## src/rtl/spi_stat_pkg.sv

```systemverilog
// Shared constants for the SPI status and interrupt unit.
// Bit positions are fixed because software decodes them.
package spi_stat_pkg;
    localparam int STAT_W  = 16;
    localparam int LVL_W   = 2;
    localparam int B_RXP   = 0;
    localparam int B_TXP   = 1;
    localparam int B_DXP   = 2;
    localparam int B_EOT   = 3;
    localparam int B_TXTF  = 4;
    localparam int B_TXC   = 5;
    localparam int B_OVR   = 6;
    localparam int B_MODF  = 9;
    localparam int B_SUSP  = 11;
    localparam int B_LVL   = 13;
    localparam int B_WNE   = 15;
    localparam int CLR_LO  = 3;
    localparam int CLR_HI  = 11;

    localparam logic [STAT_W-1:0] IER_MASK =
        STAT_W'((1 << B_RXP) | (1 << B_TXP) | (1 << B_DXP) | (1 << B_EOT) |
                (1 << B_TXTF) | (1 << B_OVR) | (1 << B_MODF));
    localparam logic [STAT_W-1:0] STICKY_MASK =
        STAT_W'((1 << B_EOT) | (1 << B_TXTF) | (1 << B_TXC) |
                (1 << B_OVR) | (1 << B_MODF) | (1 << B_SUSP));
    localparam logic [STAT_W-1:0] CLR_WIN =
        STAT_W'(((1 << (CLR_HI + 1)) - 1) & ~((1 << CLR_LO) - 1));
    localparam logic [STAT_W-1:0] AUTO_CLR =
        STAT_W'((1 << B_TXP) | (1 << B_DXP));
endpackage

```

## src/rtl/spi_stat_flags.sv

```systemverilog
// Sticky event flags. Only the bits selected by KEEP hold state; all others read 0.
// Assumes set_i carries one-cycle pulses. A set in the same cycle as a clear wins.
module spi_stat_flags #(
    parameter int              W    = 16,
    parameter logic [W-1:0]    KEEP = '0
) (
    input  logic         clk,
    input  logic         rst_n,
    input  logic [W-1:0] set_i,
    input  logic [W-1:0] clr_i,
    output logic [W-1:0] q_o
);
    logic [W-1:0] q_q;
    logic [W-1:0] q_d;

    // Next state: keep, add new events, drop cleared bits not being set now.
    always_comb begin
        q_d = ((q_q | set_i) & ~(clr_i & ~set_i)) & KEEP;
    end

    // State register with synchronous reset.
    always_ff @(posedge clk) begin
        if (!rst_n) q_q <= '0;
        else        q_q <= q_d;
    end

    assign q_o = q_q;
endmodule

```

## src/rtl/spi_stat_ier.sv

```systemverilog
// Interrupt-enable register. Only bits in MASK are writable.
// A transfer-filled event clears the AUTO bits and overrides a same-cycle write.
module spi_stat_ier #(
    parameter int           W    = 16,
    parameter logic [W-1:0] MASK = '0,
    parameter logic [W-1:0] AUTO = '0
) (
    input  logic         clk,
    input  logic         rst_n,
    input  logic         we_i,
    input  logic [W-1:0] wdata_i,
    input  logic         auto_clr_i,
    output logic [W-1:0] ier_o
);
    logic [W-1:0] ier_q;
    logic [W-1:0] ier_d;
    logic [W-1:0] kill;

    // Select the written value, then apply the auto-clear.
    always_comb begin
        kill  = auto_clr_i ? AUTO : '0;
        ier_d = ((we_i ? wdata_i : ier_q) & MASK) & ~kill;
    end

    // Register update with synchronous reset.
    always_ff @(posedge clk) begin
        if (!rst_n) ier_q <= '0;
        else        ier_q <= ier_d;
    end

    assign ier_o = ier_q;
endmodule

```

## src/rtl/spi_stat_irq.sv

```systemverilog
// Interrupt combiner. Builds one source per enable bit from the status word and ORs the enabled ones.
// The EOT_BIT source also covers the suspend and transmission-complete flags.
module spi_stat_irq #(
    parameter int           W        = 16,
    parameter logic [W-1:0] MASK     = '0,
    parameter int           EOT_BIT  = 3,
    parameter int           SUSP_BIT = 11,
    parameter int           TXC_BIT  = 5
) (
    input  logic [W-1:0] status_i,
    input  logic [W-1:0] ier_i,
    output logic         irq_o
);
    logic [W-1:0] src;

    // One source per enable bit; the shared completion enable gets three inputs.
    for (genvar g = 0; g < W; g++) begin : g_src
        if (g == EOT_BIT) begin : g_shared
            assign src[g] = status_i[EOT_BIT] | status_i[SUSP_BIT] | status_i[TXC_BIT];
        end else begin : g_plain
            assign src[g] = status_i[g];
        end
    end

    // Request when any enabled source is present.
    always_comb begin
        irq_o = |(src & ier_i & MASK);
    end
endmodule

```

## src/rtl/spi_stat_irq_unit.sv

```systemverilog
// SPI status and interrupt unit (top).
// Merges live FIFO levels and sticky engine events into the status word.
// Drives the interrupt line and gates DMA requests and engine control.
// Assumes event inputs are single-cycle pulses synchronous to clk.
module spi_stat_irq_unit
    import spi_stat_pkg::*;
(
    input  logic              clk,
    input  logic              rst_n,
    input  logic              rx_pkt_i,
    input  logic              tx_space_i,
    input  logic [LVL_W-1:0]  rx_part_lvl_i,
    input  logic              rx_word_ne_i,
    input  logic              eot_ev_i,
    input  logic              susp_ev_i,
    input  logic              txc_ev_i,
    input  logic              txtf_ev_i,
    input  logic              ovr_ev_i,
    input  logic              modf_ev_i,
    input  logic              ier_we_i,
    input  logic [STAT_W-1:0] ier_wdata_i,
    input  logic              clr_we_i,
    input  logic [STAT_W-1:0] clr_wdata_i,
    input  logic              txdma_en_i,
    input  logic              rxdma_en_i,
    output logic [STAT_W-1:0] status_o,
    output logic [STAT_W-1:0] ier_o,
    output logic              irq_o,
    output logic              tx_dma_req_o,
    output logic              rx_dma_req_o,
    output logic              xfer_abort_o,
    output logic              rx_drop_o
);
    logic [STAT_W-1:0] set_vec;
    logic [STAT_W-1:0] clr_vec;
    logic [STAT_W-1:0] sticky;
    logic [STAT_W-1:0] stat;

    // Place each event pulse at its flag position.
    always_comb begin
        set_vec          = '0;
        set_vec[B_EOT]   = eot_ev_i;
        set_vec[B_TXTF]  = txtf_ev_i;
        set_vec[B_TXC]   = txc_ev_i;
        set_vec[B_OVR]   = ovr_ev_i;
        set_vec[B_MODF]  = modf_ev_i;
        set_vec[B_SUSP]  = susp_ev_i;
    end

    // Clear requests, limited to the clearable window.
    always_comb begin
        clr_vec = clr_we_i ? (clr_wdata_i & CLR_WIN) : '0;
    end

    spi_stat_flags #(
        .W    (STAT_W),
        .KEEP (STICKY_MASK)
    ) u_flags (
        .clk   (clk),
        .rst_n (rst_n),
        .set_i (set_vec),
        .clr_i (clr_vec),
        .q_o   (sticky)
    );

    // Merge the sticky flags with the live levels.
    always_comb begin
        stat                        = sticky;
        stat[B_RXP]                 = rx_pkt_i;
        stat[B_TXP]                 = tx_space_i;
        stat[B_DXP]                 = rx_pkt_i & tx_space_i;
        stat[B_LVL +: LVL_W]        = rx_part_lvl_i;
        stat[B_WNE]                 = rx_word_ne_i;
    end

    spi_stat_ier #(
        .W    (STAT_W),
        .MASK (IER_MASK),
        .AUTO (AUTO_CLR)
    ) u_ier (
        .clk        (clk),
        .rst_n      (rst_n),
        .we_i       (ier_we_i),
        .wdata_i    (ier_wdata_i),
        .auto_clr_i (txtf_ev_i),
        .ier_o      (ier_o)
    );

    spi_stat_irq #(
        .W        (STAT_W),
        .MASK     (IER_MASK),
        .EOT_BIT  (B_EOT),
        .SUSP_BIT (B_SUSP),
        .TXC_BIT  (B_TXC)
    ) u_irq (
        .status_i (stat),
        .ier_i    (ier_o),
        .irq_o    (irq_o)
    );

    // Engine control and DMA gating from the pending faults.
    always_comb begin
        xfer_abort_o = sticky[B_MODF];
        rx_drop_o    = sticky[B_OVR];
        tx_dma_req_o = txdma_en_i & tx_space_i & ~sticky[B_MODF];
        rx_dma_req_o = rxdma_en_i & rx_pkt_i   & ~sticky[B_MODF];
    end

    assign status_o = stat;
endmodule

```

## config.mk

```make
export PLATFORM = sky130hd
export DESIGN_NAME = spi_stat_irq_unit
export DESIGN_NICKNAME = d
export VERILOG_FILES = /design/src/rtl/spi_stat_pkg.sv /design/src/rtl/spi_stat_flags.sv /design/src/rtl/spi_stat_ier.sv /design/src/rtl/spi_stat_irq.sv /design/src/rtl/spi_stat_irq_unit.sv
export SDC_FILE = /design/constraint.sdc
export NUM_CORES = 1
export LEC_CHECK = 0
export CAP_MARGIN = 5
export CELL_PAD_IN_SITES_DETAIL_PLACEMENT = 1
export CELL_PAD_IN_SITES_GLOBAL_PLACEMENT = 1
export CORE_AREA = 2 2 68 70
export DETAILED_ROUTE_END_ITERATION = 16
export DIE_AREA = 0 0 70 72
export PLACE_DENSITY = 0.86
export SLEW_MARGIN = 10
export SYNTH_ARGS = -nofsm -noshare
export SYNTH_HDL_FRONTEND = slang
export SYNTH_HIERARCHICAL = 1
export SYNTH_SLANG_ARGS = --single-unit
```

## constraint.sdc

```tcl
create_clock -name clk -period 1.3 [get_ports clk]
set_input_delay 0.26 -clock clk [delete_from_list [all_inputs] [get_ports clk]]
set_output_delay 0.26 -clock clk [all_outputs]
set_load 0.03 [all_outputs]
```

==> results of run 1 <==
==> area by class of cell <==
class                   instances  area, sq um
fillers                       510         2910
repair buffers                 65          578
multi-input cells              54          402
flip-flops and latches         13          263
well taps                      52         65.1
clock buffers                   4         45.0
==> how the worst max path moves through the flow <==
stage | to | slack [ns] | start
2_1_floorplan | irq_o | 0.01 | tx_space_i
3_3_place_gp | irq_o | -0.71 | tx_space_i
3_5_place_dp | irq_o | -0.75 | tx_space_i
4_1_cts | irq_o | -0.20 | u_flags/q_o[5]
5_1_grt | irq_o | -0.25 | u_flags/q_o[5]
6_report | irq_o | -0.18 | u_flags/q_o[5]
==> per-stage QoR <==
stage               cells  area (sq um)  setup WS, ns
detailed placement    183          1280        -0.754
global placement      183          1280        -0.710
global route          188          1350        -0.249
floorplan              88           812        0.0114
finish                188          1350        -0.179
CTS                   188          1350        -0.198
==> flip-flops by register name, summed over array words and instances (netlist names) <==
name,cells
u_flags/q_o,6
u_ier/ier_o,7
==> routing by layer <==
layer	part of all wire, %	up-vias
met5	0	-
met1	36	321
met4	1.0	0
met2	50	44
li1	-	339
met3	13	4
==> power by group through the flow <==
stage / clock network, mW / logic [mW] / registers [mW]
CTS: 0.385 / 0.445 / 0.442
finish: 0.364 / 0.439 / 0.441
global route: 0.414 / 0.468 / 0.444
floorplan: 0 / 0.224 / 0.497
detailed placement: 0 / 0.434 / 0.446
global placement: 0 / 0.427 / 0.447
==> layout by cell type (no fill, tap or decap), drive strengths merged <==
cell type	n
conb	13
buf	39
mux2i	7
nor2	2
and3b	2
dfxtp	13
clkdlybuf4s50	24
nand2b	1
a22oi	3
o21a	6
nor2b	11
dlygate4sd2	2
nand4	1
clkbuf	4
o31ai	1
and2	7
==> worst max-delay path, cell delays in order (launching register included) <==
cell and delay, ns:
sky130_fd_sc_hd__dfxtp_2 0.32, sky130_fd_sc_hd__o31ai_2 0.24, sky130_fd_sc_hd__buf_4 0.15, sky130_fd_sc_hd__nand4_1 0.10, sky130_fd_sc_hd__buf_6 0.16
==> timing repair <==
| action | CTS | global route |
|---|---|---|
| endpoints found under the hold margin | 0 | 0 |
| pin swaps | 2 | 0 |
| buffers inserted | 1 | 0 |
| resized for setup | 17 | 0 |
| setup endpoints to repair | 4 | 3 |
| hold buffers | 0 | 0 |
==> report_table.html, run 1 <==
<table>
<tr><th>Metric</th><th>Value</th></tr>
<tr><th colspan="2">Placed design</th></tr>
<tr><td>HPWL reported at the end of detailed placement</td><td>1.86 mm</td></tr>
<tr><td>Port-buffer cells</td><td>47</td></tr>
<tr><td>Final GP Congestion</td><td>0.647</td></tr>
<tr><th colspan="2">Detailed routing</th></tr>
<tr><td>Total via count after detailed routing</td><td>708</td></tr>
<tr><td>Post-detailed-route wirelength per cell</td><td>11.8 um</td></tr>
<tr><td>Iter 0 DRT Violations</td><td>6</td></tr>
<tr><td>Routed wire length</td><td>2.21 mm</td></tr>
<tr><td>Number of DRC violations after detailed routing</td><td>0</td></tr>
<tr><td>Via/cell ratio</td><td>3.77</td></tr>
<tr><td>DRT antenna net count</td><td>0</td></tr>
<tr><td>Drt pass-1 iters</td><td>2</td></tr>
<tr><th colspan="2">Pwr</th></tr>
<tr><td>Switching portion of total power</td><td>30.9%</td></tr>
<tr><td>Seq pwr share</td><td>35.5%</td></tr>
<tr><td>Leakage</td><td>0.631 nW</td></tr>
<tr><td>Total power after layout</td><td>1.24 mW</td></tr>
<tr><td>Max rail drop VDD</td><td>488 uV</td></tr>
<tr><td>Net switching component of the power</td><td>0.384 mW</td></tr>
<tr><td>Internal power of the cells</td><td>0.860 mW</td></tr>
<tr><td>Combinational power share</td><td>35.3%</td></tr>
<tr><td>Pwr Density</td><td>920 nW/um^2</td></tr>
<tr><td>Relative contribution of the clock network to total power</td><td>29.3%</td></tr>
<tr><th colspan="2">Worst hold path</th></tr>
<tr><td>Worst hold-check path type</td><td>in2out</td></tr>
<tr><td>Endpoint of the worst hold path</td><td>status_o[15]</td></tr>
<tr><td>Hold Crit Start</td><td>rx_word_ne_i</td></tr>
<tr><td>Worst hold path depth</td><td>0</td></tr>
<tr><th colspan="2">Job</th></tr>
<tr><td>Max cap viols</td><td>0</td></tr>
<tr><th colspan="2">Cells and area</th></tr>
<tr><td>Util after Layout</td><td>31.7%</td></tr>
<tr><td>Antenna diodes</td><td>0</td></tr>
<tr><td>Layout cells sized above 1</td><td>39.0%</td></tr>
<tr><td>Fin nets</td><td>186</td></tr>
<tr><td>Syn-to-layout area delta</td><td>75.8%</td></tr>
<tr><th colspan="2">Critical path</th></tr>
<tr><td>Critical Path Sink Type</td><td>output port</td></tr>
<tr><td>Crit Path Max Fanout</td><td>2</td></tr>
<tr><td>Arrival @ worst endpoint</td><td>1.22 ns</td></tr>
<tr><td>FF-to-FF path depth</td><td>4</td></tr>
<tr><td>Worst Setup Start Kind</td><td>flip-flop</td></tr>
<tr><td>Worst flop-to-flop path startpoint</td><td>u_flags/q_o[9]</td></tr>
<tr><td>End of the worst register-to-register path</td><td>u_flags/q_o[9]</td></tr>
<tr><td>Reg-to-reg setup timing slack</td><td>0.35 ns</td></tr>
<tr><td>Required time of the critical path</td><td>1.04 ns</td></tr>
<tr><td>Start-to-end type of the worst setup path</td><td>reg2out</td></tr>
<tr><th colspan="2">Die</th></tr>
<tr><td>Core area</td><td>4260 sq um</td></tr>
<tr><td>Die height</td><td>72 um</td></tr>
<tr><td>Full die area</td><td>5040 sq um</td></tr>
<tr><td>Number of cell rows</td><td>24</td></tr>
<tr><td>Die width</td><td>70 um</td></tr>
<tr><td>I/O pin total</td><td>86</td></tr>
<tr><td>Starting density of the core</td><td>18.0%</td></tr>
<tr><th colspan="2">Global routing</th></tr>
<tr><td>Number of antenna violations at the first check in global routing</td><td>0</td></tr>
<tr><td>Number of global-route vias before repair</td><td>761</td></tr>
<tr><td>Gr busiest metal</td><td>met2</td></tr>
<tr><td>GR met1 Demand/Resource</td><td>9.25%</td></tr>
<tr><td>Global-route total usage across every layer</td><td>9.65%</td></tr>
<tr><td>Met2 Use GR</td><td>17.5%</td></tr>
<tr><td>First-pass GRT wire length</td><td>3.64 mm</td></tr>
<tr><td>Met3 Usage GRT</td><td>5.56%</td></tr>
<tr><td>Maximum number of pins on one net before global-route repair</td><td>13</td></tr>
<tr><td>Congestion Overflow GR</td><td>0</td></tr>
<tr><th colspan="2">STA</th></tr>
<tr><td>Sum Neg Setup Slack</td><td>-0.180 ns</td></tr>
<tr><td>Clock period minus final worst setup slack</td><td>1.48 ns</td></tr>
<tr><td>Setup slack after layout</td><td>-0.179 ns</td></tr>
<tr><td>Timing-limited maximum frequency</td><td>676 MHz</td></tr>
<tr><td>Post-Route Hold Slack</td><td>0.520 ns</td></tr>
<tr><td>Unrepaired setup endpoints after global routing</td><td>yes</td></tr>
<tr><td>Count of endpoints failing hold in the final timing report</td><td>0</td></tr>
<tr><td>Number of pins with negative max-slew slack in the final report</td><td>0</td></tr>
<tr><td>Setup skew after layout</td><td>0 ns</td></tr>
<tr><td>Setup-violating endpoint count in the final report</td><td>2</td></tr>
<tr><td>Period utilization</td><td>114%</td></tr>
<tr><th colspan="2">Status</th></tr>
<tr><td>Run status</td><td>complete, but fails checks</td></tr>
<tr><td>Failing checks</td><td>negative setup slack</td></tr>
<tr><th colspan="2">Clock tree</th></tr>
<tr><td>Clock edge transition at the registers on the reported setup and hold paths</td><td>0.06 ns</td></tr>
<tr><td>CTS tree</td><td>built</td></tr>
<tr><td># H-tree levels</td><td>1</td></tr>
<tr><td>Worst-skew pair later-pin latency</td><td>0.25 ns</td></tr>
<tr><td>Maximum count of clock buffers along a single path</td><td>2</td></tr>
<tr><td>Root Buffer Master</td><td>sky130_fd_sc_hd__clkbuf_8</td></tr>
<tr><td>Number of sinks on the clock net</td><td>13</td></tr>
<tr><td>Number of buffers created by CTS</td><td>3</td></tr>
<tr><th colspan="2">Synthesis</th></tr>
<tr><td>Gate count after technology mapping</td><td>77</td></tr>
<tr><td>Yosys warning count</td><td>6</td></tr>
<tr><td>Mapped Area</td><td>769 sq um</td></tr>
<tr><td>Mapped Avg Cell Area</td><td>9.99 sq um</td></tr>
</table>
No activity file was read; power rests on OpenSTA's default activity.
==> run 2, diff against run 1 <==
CORE_AREA = 2 2 61 63   (was 2 2 68 70)
DIE_AREA = 0 0 63 65   (was 0 0 70 72)
DONT_BUFFER_PORTS = 1   (was not set)
PLACE_DENSITY = not set   (was 0.86)
PLACE_DENSITY_LB_ADDON = 0.1   (was not set)
==> run 2 against run 1 <==
Compared with the run above: the run still ends with negative setup slack left; highest routed layer unchanged; flip-flop and latch count unchanged; via count decreased by 27%; critical path type unchanged; register-to-register slack improved by 0.04 ns; die area is 19% lower; global-route usage is 0.67 points lower.
==> report_table.html, run 2 (same netlist as run 1, synthesis figures left out) <==
<table>
<tr><th>Metric</th><th>Value</th></tr>
<tr><th colspan="2">Status</th></tr>
<tr><td>Run status</td><td>complete, but fails checks</td></tr>
<tr><td>Failing checks</td><td>negative setup slack</td></tr>
<tr><th colspan="2">Pwr</th></tr>
<tr><td>Pwr Density</td><td>1090 nW/um^2 (+19%)</td></tr>
<tr><td>Total power after layout</td><td>0.966 mW (-22%)</td></tr>
<tr><td>Internal power of the cells</td><td>0.642 mW (-25%)</td></tr>
<tr><td>Seq pwr share</td><td>45.8% (+10 points)</td></tr>
<tr><td>Relative contribution of the clock network to total power</td><td>26.2% (-3.1 points)</td></tr>
<tr><td>Max rail drop VDD</td><td>397 uV (-18%)</td></tr>
<tr><td>Net switching component of the power</td><td>0.324 mW (-16%)</td></tr>
<tr><td>Switching portion of total power</td><td>33.5% (+2.6 points)</td></tr>
<tr><td>Combinational power share</td><td>28.0% (-7.3 points)</td></tr>
<tr><td>Leakage</td><td>0.395 nW (-37%)</td></tr>
<tr><th colspan="2">Global routing</th></tr>
<tr><td>Number of global-route vias before repair</td><td>542 (-29%)</td></tr>
<tr><td>First-pass GRT wire length</td><td>2.67 mm (-27%)</td></tr>
<tr><td>Congestion Overflow GR</td><td>0 (unchanged)</td></tr>
<tr><td>Maximum number of pins on one net before global-route repair</td><td>13 (unchanged)</td></tr>
<tr><td>Number of antenna violations at the first check in global routing</td><td>0 (unchanged)</td></tr>
<tr><td>Global-route total usage across every layer</td><td>8.98% (-0.67 points)</td></tr>
<tr><th colspan="2">STA</th></tr>
<tr><td>Period utilization</td><td>108% (-6.0 points)</td></tr>
<tr><td>Timing-limited maximum frequency</td><td>714 MHz (+5.5%)</td></tr>
<tr><td>Unrepaired setup endpoints after global routing</td><td>yes</td></tr>
<tr><td>Setup slack after layout</td><td>-0.101 ns (+0.0777 ns)</td></tr>
<tr><td>Post-Route Hold Slack</td><td>0.0971 ns (-0.423 ns)</td></tr>
<tr><td>Setup skew after layout</td><td>0 ns (unchanged)</td></tr>
<tr><td>Clock period minus final worst setup slack</td><td>1.40 ns (-0.0777 ns)</td></tr>
<tr><td>Setup-violating endpoint count in the final report</td><td>1 (-1)</td></tr>
<tr><td>Count of endpoints failing hold in the final timing report</td><td>0 (unchanged)</td></tr>
<tr><td>Number of pins with negative max-slew slack in the final report</td><td>0 (unchanged)</td></tr>
<tr><th colspan="2">Die</th></tr>
<tr><td>Number of cell rows</td><td>22 (-8.3%)</td></tr>
<tr><td>Starting density of the core</td><td>22.0% (+4.0 points)</td></tr>
<tr><td>Die height</td><td>65 um (-9.7%)</td></tr>
<tr><td>Core area</td><td>3500 sq um (-18%)</td></tr>
<tr><td>Die width</td><td>63 um (-10%)</td></tr>
<tr><td>I/O pin total</td><td>86 (unchanged)</td></tr>
<tr><td>Full die area</td><td>4100 sq um (-19%)</td></tr>
<tr><th colspan="2">Cells and area</th></tr>
<tr><td>Util after Layout</td><td>25.3% (-6.4 points)</td></tr>
<tr><td>Max reg flops</td><td>7 (unchanged)</td></tr>
<tr><td>Syn-to-layout area delta</td><td>15.0%</td></tr>
<tr><td>Non-Filler Cell Area, Final</td><td>885 sq um (-35%)</td></tr>
<tr><td>Most common cell after layout, fill and taps aside</td><td>sky130_fd_sc_hd__buf_4</td></tr>
<tr><td>Fin nets</td><td>137 (-26%)</td></tr>
<tr><td>Antenna diodes</td><td>0 (unchanged)</td></tr>
<tr><td>Commonest cells after routing, fill and taps aside</td><td>sky130_fd_sc_hd__buf_4, sky130_fd_sc_hd__conb_1, sky130_fd_sc_hd__dfxtp_1, sky130_fd_sc_hd__mux2i_1</td></tr>
<tr><td>Layout cells sized above 1</td><td>36.8% (-2.2 points)</td></tr>
<tr><td>Layout fillers</td><td>404 (-21%)</td></tr>
<tr><th colspan="2">Job</th></tr>
<tr><td>Max cap viols</td><td>0 (unchanged)</td></tr>
<tr><th colspan="2">Critical path</th></tr>
<tr><td>Reg-to-reg setup timing slack</td><td>0.39 ns (+0.04 ns)</td></tr>
<tr><td>Crit Path Max Fanout</td><td>2 (unchanged)</td></tr>
<tr><td>Start-to-end type of the worst setup path</td><td>reg2out</td></tr>
<tr><td>Worst Setup Start Kind</td><td>flip-flop</td></tr>
<tr><td>Arrival @ worst endpoint</td><td>1.14 ns (-0.08 ns)</td></tr>
<tr><td>FF-to-FF path depth</td><td>3 (-1)</td></tr>
<tr><td>Worst flop-to-flop path startpoint</td><td>u_flags/q_o[6]</td></tr>
<tr><td>Critical Path Sink Type</td><td>output port</td></tr>
<tr><td>End of the worst register-to-register path</td><td>u_flags/q_o[6]</td></tr>
<tr><td>Required time of the critical path</td><td>1.04 ns (about the same)</td></tr>
<tr><th colspan="2">Clock tree</th></tr>
<tr><td>CTS tree</td><td>built</td></tr>
<tr><td>Number of buffers added for setup after CTS</td><td>0 (-1)</td></tr>
<tr><td>Number of sinks on the clock net</td><td>13 (unchanged)</td></tr>
<tr><td>Root Buffer Master</td><td>sky130_fd_sc_hd__clkbuf_4</td></tr>
<tr><td># H-tree levels</td><td>1 (unchanged)</td></tr>
<tr><td>Clock edge transition at the registers on the reported setup and hold paths</td><td>0.08 ns (+0.02 ns)</td></tr>
<tr><td>Worst-skew pair later-pin latency</td><td>0.27 ns (+0.02 ns)</td></tr>
<tr><td>Maximum count of clock buffers along a single path</td><td>2 (unchanged)</td></tr>
<tr><td>Cts-stage hold buffer count</td><td>0 (unchanged)</td></tr>
<tr><td>Number of buffers created by CTS</td><td>3 (unchanged)</td></tr>
<tr><th colspan="2">Worst hold path</th></tr>
<tr><td>Worst hold path depth</td><td>1 (+1)</td></tr>
<tr><td>Worst hold-check path type</td><td>in2reg</td></tr>
<tr><td>Endpoint of the worst hold path</td><td>u_flags/q_o[5]</td></tr>
<tr><td>Hold Crit Start</td><td>rst_n</td></tr>
<tr><th colspan="2">Placed design</th></tr>
<tr><td>HPWL reported at the end of detailed placement</td><td>1.38 mm (-26%)</td></tr>
<tr><td>Final GP Congestion</td><td>0.669 (+3.3%)</td></tr>
<tr><td>DP Area</td><td>831 sq um (-35%)</td></tr>
<tr><td>Port-buffer cells</td><td>0 (-100%)</td></tr>
<tr><th colspan="2">Detailed routing</th></tr>
<tr><td>Drt pass-1 iters</td><td>2 (unchanged)</td></tr>
<tr><td>Routed wire length</td><td>1.69 mm (-24%)</td></tr>
<tr><td>Via/cell ratio</td><td>3.84 (+2.1%)</td></tr>
<tr><td>Iter 0 DRT Violations</td><td>5 (-1)</td></tr>
<tr><td>Total via count after detailed routing</td><td>519 (-27%)</td></tr>
<tr><td>Post-detailed-route wirelength per cell</td><td>12.5 um (+6.4%)</td></tr>
<tr><td>DRT antenna net count</td><td>0 (unchanged)</td></tr>
<tr><td>Number of DRC violations after detailed routing</td><td>0 (unchanged)</td></tr>
</table>
-- run 2: changes by cell type in the layout (fill, tap and decap cells not counted), sizes merged --
cell and change:
buf -23, clkdlybuf4s50 -24, dlygate4sd2 -2
-- run 2: power groups by stage --
stage | clock network (mW) | registers [mW] | logic, mW
after floorplan | 0 | 0.497 | 0.224
after global placement | 0 | 0.446 | 0.264
after detailed placement | 0 | 0.446 | 0.267
after CTS | 0.277 | 0.442 | 0.273
after global routing | 0.299 | 0.447 | 0.286
final | 0.253 | 0.442 | 0.271
-- run 2: how the worst max path moves through the flow --
stage / startpoint / to / slack [ns] / depth (start not counted)
floorplan: tx_space_i / irq_o / 0.01 / 3
global placement: u_flags/q_o[11] / irq_o / 0.08 / 3
detailed placement: u_flags/q_o[11] / irq_o / 0.09 / 3
CTS: u_flags/q_o[5] / irq_o / -0.15 / 3
global route: u_flags/q_o[5] / irq_o / -0.20 / 3
finish: u_flags/q_o[5] / irq_o / -0.10 / 3
-- run 2: per-stage QoR --
stage / TNS (ns) / cells / setup WS, ns
floorplan: 0 / 88 / 0.0114
global placement: 0 / 131 / 0.0754
detailed placement: 0 / 131 / 0.0860
CTS: -0.145 / 135 / -0.145
global route: -0.198 / 135 / -0.198
finish: -0.101 / 135 / -0.101
-- run 2: final cells by class --
cell class / count / area, sq um / area share [%]
repair buffers: 16 / 124 / 14.0
multi-input cells: 54 / 412 / 46.5
clock buffers: 4 / 26.3 / 2.97
flip-flops and latches: 13 / 263 / 29.7
well taps: 48 / 60.1 / 6.79
-- run 2: what timing repair did --
action,CTS,global route
gates resized for setup,6,2
setup endpoints to repair,3,3
pin swaps,2,1
-- run 2: per-layer routing --
| layer | vias to the layer above | global-route usage, % | share of wire [%] |
|---|---|---|---|
| met5 | - | 0 | 0 |
| li1 | 241 | - | - |
| met3 | 4 | 4.69 | 13 |
| met2 | 46 | 14.9 | 47 |
| met1 | 228 | 8.35 | 37 |
| met4 | 0 | 6.94 | 2.5 |
-- run 2: critical path: stages, from the launching register on --
cell,delay [ns]
sky130_fd_sc_hd__dfxtp_2,0.34
sky130_fd_sc_hd__o31ai_4,0.24
sky130_fd_sc_hd__nand4_1,0.12
sky130_fd_sc_hd__buf_6,0.16
==> run 3, diff against run 2 <==
CORE_AREA = 2 2 48 50   (was 2 2 61 63)
DIE_AREA = 0 0 50 52   (was 0 0 63 65)
==> run 3 against run 2 <==
Compared with the run above: the flow still finishes with violations (negative setup slack); combinational power barely moved; register-to-register slack is essentially flat; sequential share of layout area increased by 1.1 points; critical path type unchanged; largest cell class unchanged.
==> report_table.html, run 3 (same netlist as run 1, synthesis figures left out) <==
<table>
<tr><th>Metric</th><th>Value</th></tr>
<tr><th colspan="2">Cells and area</th></tr>
<tr><td>Antenna diodes</td><td>0 (unchanged)</td></tr>
<tr><td>Most common cell after layout, fill and taps aside</td><td>sky130_fd_sc_hd__buf_4</td></tr>
<tr><td>Syn-to-layout area delta</td><td>11.2%</td></tr>
<tr><td>Non-Filler Cell Area, Final</td><td>856 sq um (-3.3%)</td></tr>
<tr><td>Post-Layout Cell Count</td><td>115 (-15%)</td></tr>
<tr><td>Fin nets</td><td>137 (unchanged)</td></tr>
<tr><td>Layout fillers</td><td>253 (-37%)</td></tr>
<tr><td>Layout cells sized above 1</td><td>36.8% (unchanged)</td></tr>
<tr><td>Max reg flops</td><td>7 (unchanged)</td></tr>
<tr><td>Commonest cells after routing, fill and taps aside</td><td>sky130_fd_sc_hd__buf_4, sky130_fd_sc_hd__conb_1, sky130_fd_sc_hd__dfxtp_1, sky130_fd_sc_hd__mux2i_1</td></tr>
<tr><th colspan="2">STA</th></tr>
<tr><td>Timing-limited maximum frequency</td><td>723 MHz (+1.4%)</td></tr>
<tr><td>Clock period minus final worst setup slack</td><td>1.38 ns (-0.0187 ns)</td></tr>
<tr><td>Number of pins with negative max-slew slack in the final report</td><td>0 (unchanged)</td></tr>
<tr><td>Period utilization</td><td>106% (-1.4 points)</td></tr>
<tr><td>Post-Route Hold Slack</td><td>0.103 ns (+0.00638 ns)</td></tr>
<tr><td>Setup skew after layout</td><td>0 ns (unchanged)</td></tr>
<tr><td>Unrepaired setup endpoints after global routing</td><td>yes</td></tr>
<tr><td>Count of endpoints failing hold in the final timing report</td><td>0 (unchanged)</td></tr>
<tr><td>Setup-violating endpoint count in the final report</td><td>1 (unchanged)</td></tr>
<tr><td>Setup slack after layout</td><td>-0.0822 ns (+0.0187 ns)</td></tr>
<tr><th colspan="2">Clock tree</th></tr>
<tr><td># H-tree levels</td><td>1 (unchanged)</td></tr>
<tr><td>Maximum count of clock buffers along a single path</td><td>2 (unchanged)</td></tr>
<tr><td>Worst-skew pair later-pin latency</td><td>0.26 ns (about the same)</td></tr>
<tr><td>Root Buffer Master</td><td>sky130_fd_sc_hd__clkbuf_4</td></tr>
<tr><td>CTS tree</td><td>built</td></tr>
<tr><td>Number of sinks on the clock net</td><td>13 (unchanged)</td></tr>
<tr><td>Number of buffers added for setup after CTS</td><td>0 (unchanged)</td></tr>
<tr><td>Number of buffers created by CTS</td><td>3 (unchanged)</td></tr>
<tr><td>Cts-stage hold buffer count</td><td>0 (unchanged)</td></tr>
<tr><td>Clock edge transition at the registers on the reported setup and hold paths</td><td>0.08 ns (about the same)</td></tr>
<tr><th colspan="2">Critical path</th></tr>
<tr><td>End of the worst register-to-register path</td><td>u_flags/q_o[6]</td></tr>
<tr><td>Worst flop-to-flop path startpoint</td><td>u_flags/q_o[6]</td></tr>
<tr><td>Reg-to-reg setup timing slack</td><td>0.39 ns (about the same)</td></tr>
<tr><td>Start-to-end type of the worst setup path</td><td>reg2out</td></tr>
<tr><td>Worst Setup Start Kind</td><td>flip-flop</td></tr>
<tr><td>Required time of the critical path</td><td>1.04 ns (about the same)</td></tr>
<tr><td>Arrival @ worst endpoint</td><td>1.12 ns (-0.02 ns)</td></tr>
<tr><td>FF-to-FF path depth</td><td>3 (unchanged)</td></tr>
<tr><td>Critical Path Sink Type</td><td>output port</td></tr>
<tr><td>Crit Path Max Fanout</td><td>2 (unchanged)</td></tr>
<tr><th colspan="2">Detailed routing</th></tr>
<tr><td>DRT antenna net count</td><td>0 (unchanged)</td></tr>
<tr><td>Iter 0 DRT Violations</td><td>0 (-5)</td></tr>
<tr><td>Post-detailed-route wirelength per cell</td><td>13.3 um (+6.3%)</td></tr>
<tr><td>Total via count after detailed routing</td><td>507 (-2.3%)</td></tr>
<tr><td>Via/cell ratio</td><td>4.41 (+15%)</td></tr>
<tr><td>Drt pass-1 iters</td><td>1 (-1)</td></tr>
<tr><td>Routed wire length</td><td>1.53 mm (-9.4%)</td></tr>
<tr><td>Number of DRC violations after detailed routing</td><td>0 (unchanged)</td></tr>
<tr><th colspan="2">Global routing</th></tr>
<tr><td>Number of antenna violations at the first check in global routing</td><td>0 (unchanged)</td></tr>
<tr><td>Number of global-route vias before repair</td><td>556 (+2.6%)</td></tr>
<tr><td>Global-route total usage across every layer</td><td>12.6% (+3.6 points)</td></tr>
<tr><td>Maximum number of pins on one net before global-route repair</td><td>13 (unchanged)</td></tr>
<tr><td>Congestion Overflow GR</td><td>0 (unchanged)</td></tr>
<tr><td>First-pass GRT wire length</td><td>2.44 mm (-8.8%)</td></tr>
<tr><th colspan="2">Status</th></tr>
<tr><td>Failing checks</td><td>negative setup slack</td></tr>
<tr><td>Run status</td><td>complete, but fails checks</td></tr>
<tr><th colspan="2">Die</th></tr>
<tr><td>Number of cell rows</td><td>17 (-23%)</td></tr>
<tr><td>Die width</td><td>50 um (-21%)</td></tr>
<tr><td>I/O pin total</td><td>86 (unchanged)</td></tr>
<tr><td>Core area</td><td>2110 sq um (-40%)</td></tr>
<tr><td>Die height</td><td>52 um (-20%)</td></tr>
<tr><td>Full die area</td><td>2600 sq um (-37%)</td></tr>
<tr><td>Starting density of the core</td><td>36.5% (+15 points)</td></tr>
<tr><th colspan="2">Pwr</th></tr>
<tr><td>Pwr Density</td><td>1120 nW/um^2 (+2.2%)</td></tr>
<tr><td>Total power after layout</td><td>0.955 mW (-1.1%)</td></tr>
<tr><td>Leakage</td><td>0.395 nW (about the same)</td></tr>
<tr><td>Max rail drop VDD</td><td>407 uV (+2.3%)</td></tr>
<tr><th colspan="2">Worst hold path</th></tr>
<tr><td>Endpoint of the worst hold path</td><td>u_flags/q_o[4]</td></tr>
<tr><td>Worst hold-check path type</td><td>in2reg</td></tr>
<tr><td>Hold Crit Start</td><td>rst_n</td></tr>
<tr><td>Worst hold path depth</td><td>1 (unchanged)</td></tr>
<tr><th colspan="2">Placed design</th></tr>
<tr><td>Final GP Congestion</td><td>0.637 (-4.7%)</td></tr>
<tr><td>Cell count after placement</td><td>111 (-15%)</td></tr>
<tr><td>DP Area</td><td>806 sq um (-3.0%)</td></tr>
<tr><td>Port-buffer cells</td><td>0 (unchanged)</td></tr>
<tr><td>HPWL reported at the end of detailed placement</td><td>1.30 mm (-6.3%)</td></tr>
<tr><td>Worst setup slack after placement</td><td>0.121 ns (+0.0355 ns)</td></tr>
<tr><th colspan="2">Job</th></tr>
<tr><td>Max cap viols</td><td>0 (unchanged)</td></tr>
</table>
run 3: changes by cell type in the layout (fill, tap and decap cells not counted):
| cell | before | now |
|---|---|---|
| sky130_fd_sc_hd__a22oi_2 | 1 | 0 |
| sky130_fd_sc_hd__dfxtp_2 | 2 | 3 |
| sky130_fd_sc_hd__dfxtp_1 | 11 | 10 |
| sky130_fd_sc_hd__a22oi_1 | 2 | 3 |
run 3: worst max-delay path by stage:
stage / from / to / depth (start not counted)
detailed placement: tx_space_i / irq_o / 4
finish: u_flags/q_o[11] / irq_o / 3
global route: u_flags/q_o[11] / irq_o / 3
global placement: u_flags/q_o[11] / irq_o / 3
CTS: u_flags/q_o[5] / irq_o / 3
floorplan: tx_space_i / irq_o / 3
run 3: worst max-delay path: stages (launching register included):
cell and delay (ns):
sky130_fd_sc_hd__dfxtp_2 0.34, sky130_fd_sc_hd__o31ai_4 0.23, sky130_fd_sc_hd__nand4_1 0.13, sky130_fd_sc_hd__buf_6 0.16
run 3: per-layer routing:
metal	share of wire (%)	global-route usage [%]	wire, um
met3	16	6.90	249
met2	47	21.3	727
met1	36	13.0	555
met4	0	4.63	0
met5	0	0	0
run 3: final cells by class:
class	instances	area, sq um	area share [%]
Clock buffer	4	26.3	3.07
Multi-Input combinational cell	54	407	47.5
Sequential cell	13	264	30.8
Tap cell	28	35.0	4.09
Timing Repair Buffer	16	124	14.5
run 3: what timing repair did:
action	CTS	global route
endpoints found under the setup margin	3	3
pin swaps	2	2
resized for setup	6	2
run 3: where the power goes:
part | total (mW) | leakage (nW) | switching (mW) | internal, mW
logic | 0.270 | 0.271 | 0.171 | 0.0991
clock network | 0.243 | 0.0150 | 0.124 | 0.119
registers | 0.443 | 0.108 | 0.0187 | 0.424
total | 0.955 | 0.395 | 0.314 | 0.642
run 3: metrics by stage:
stage          TNS (ns)  util, %
2_1_floorplan         0        -
3_3_place_gp          0     38.3
3_5_place_dp          0     38.3
4_1_cts          -0.116     40.5
5_1_grt          -0.152     40.6
6_report        -0.0822     40.6
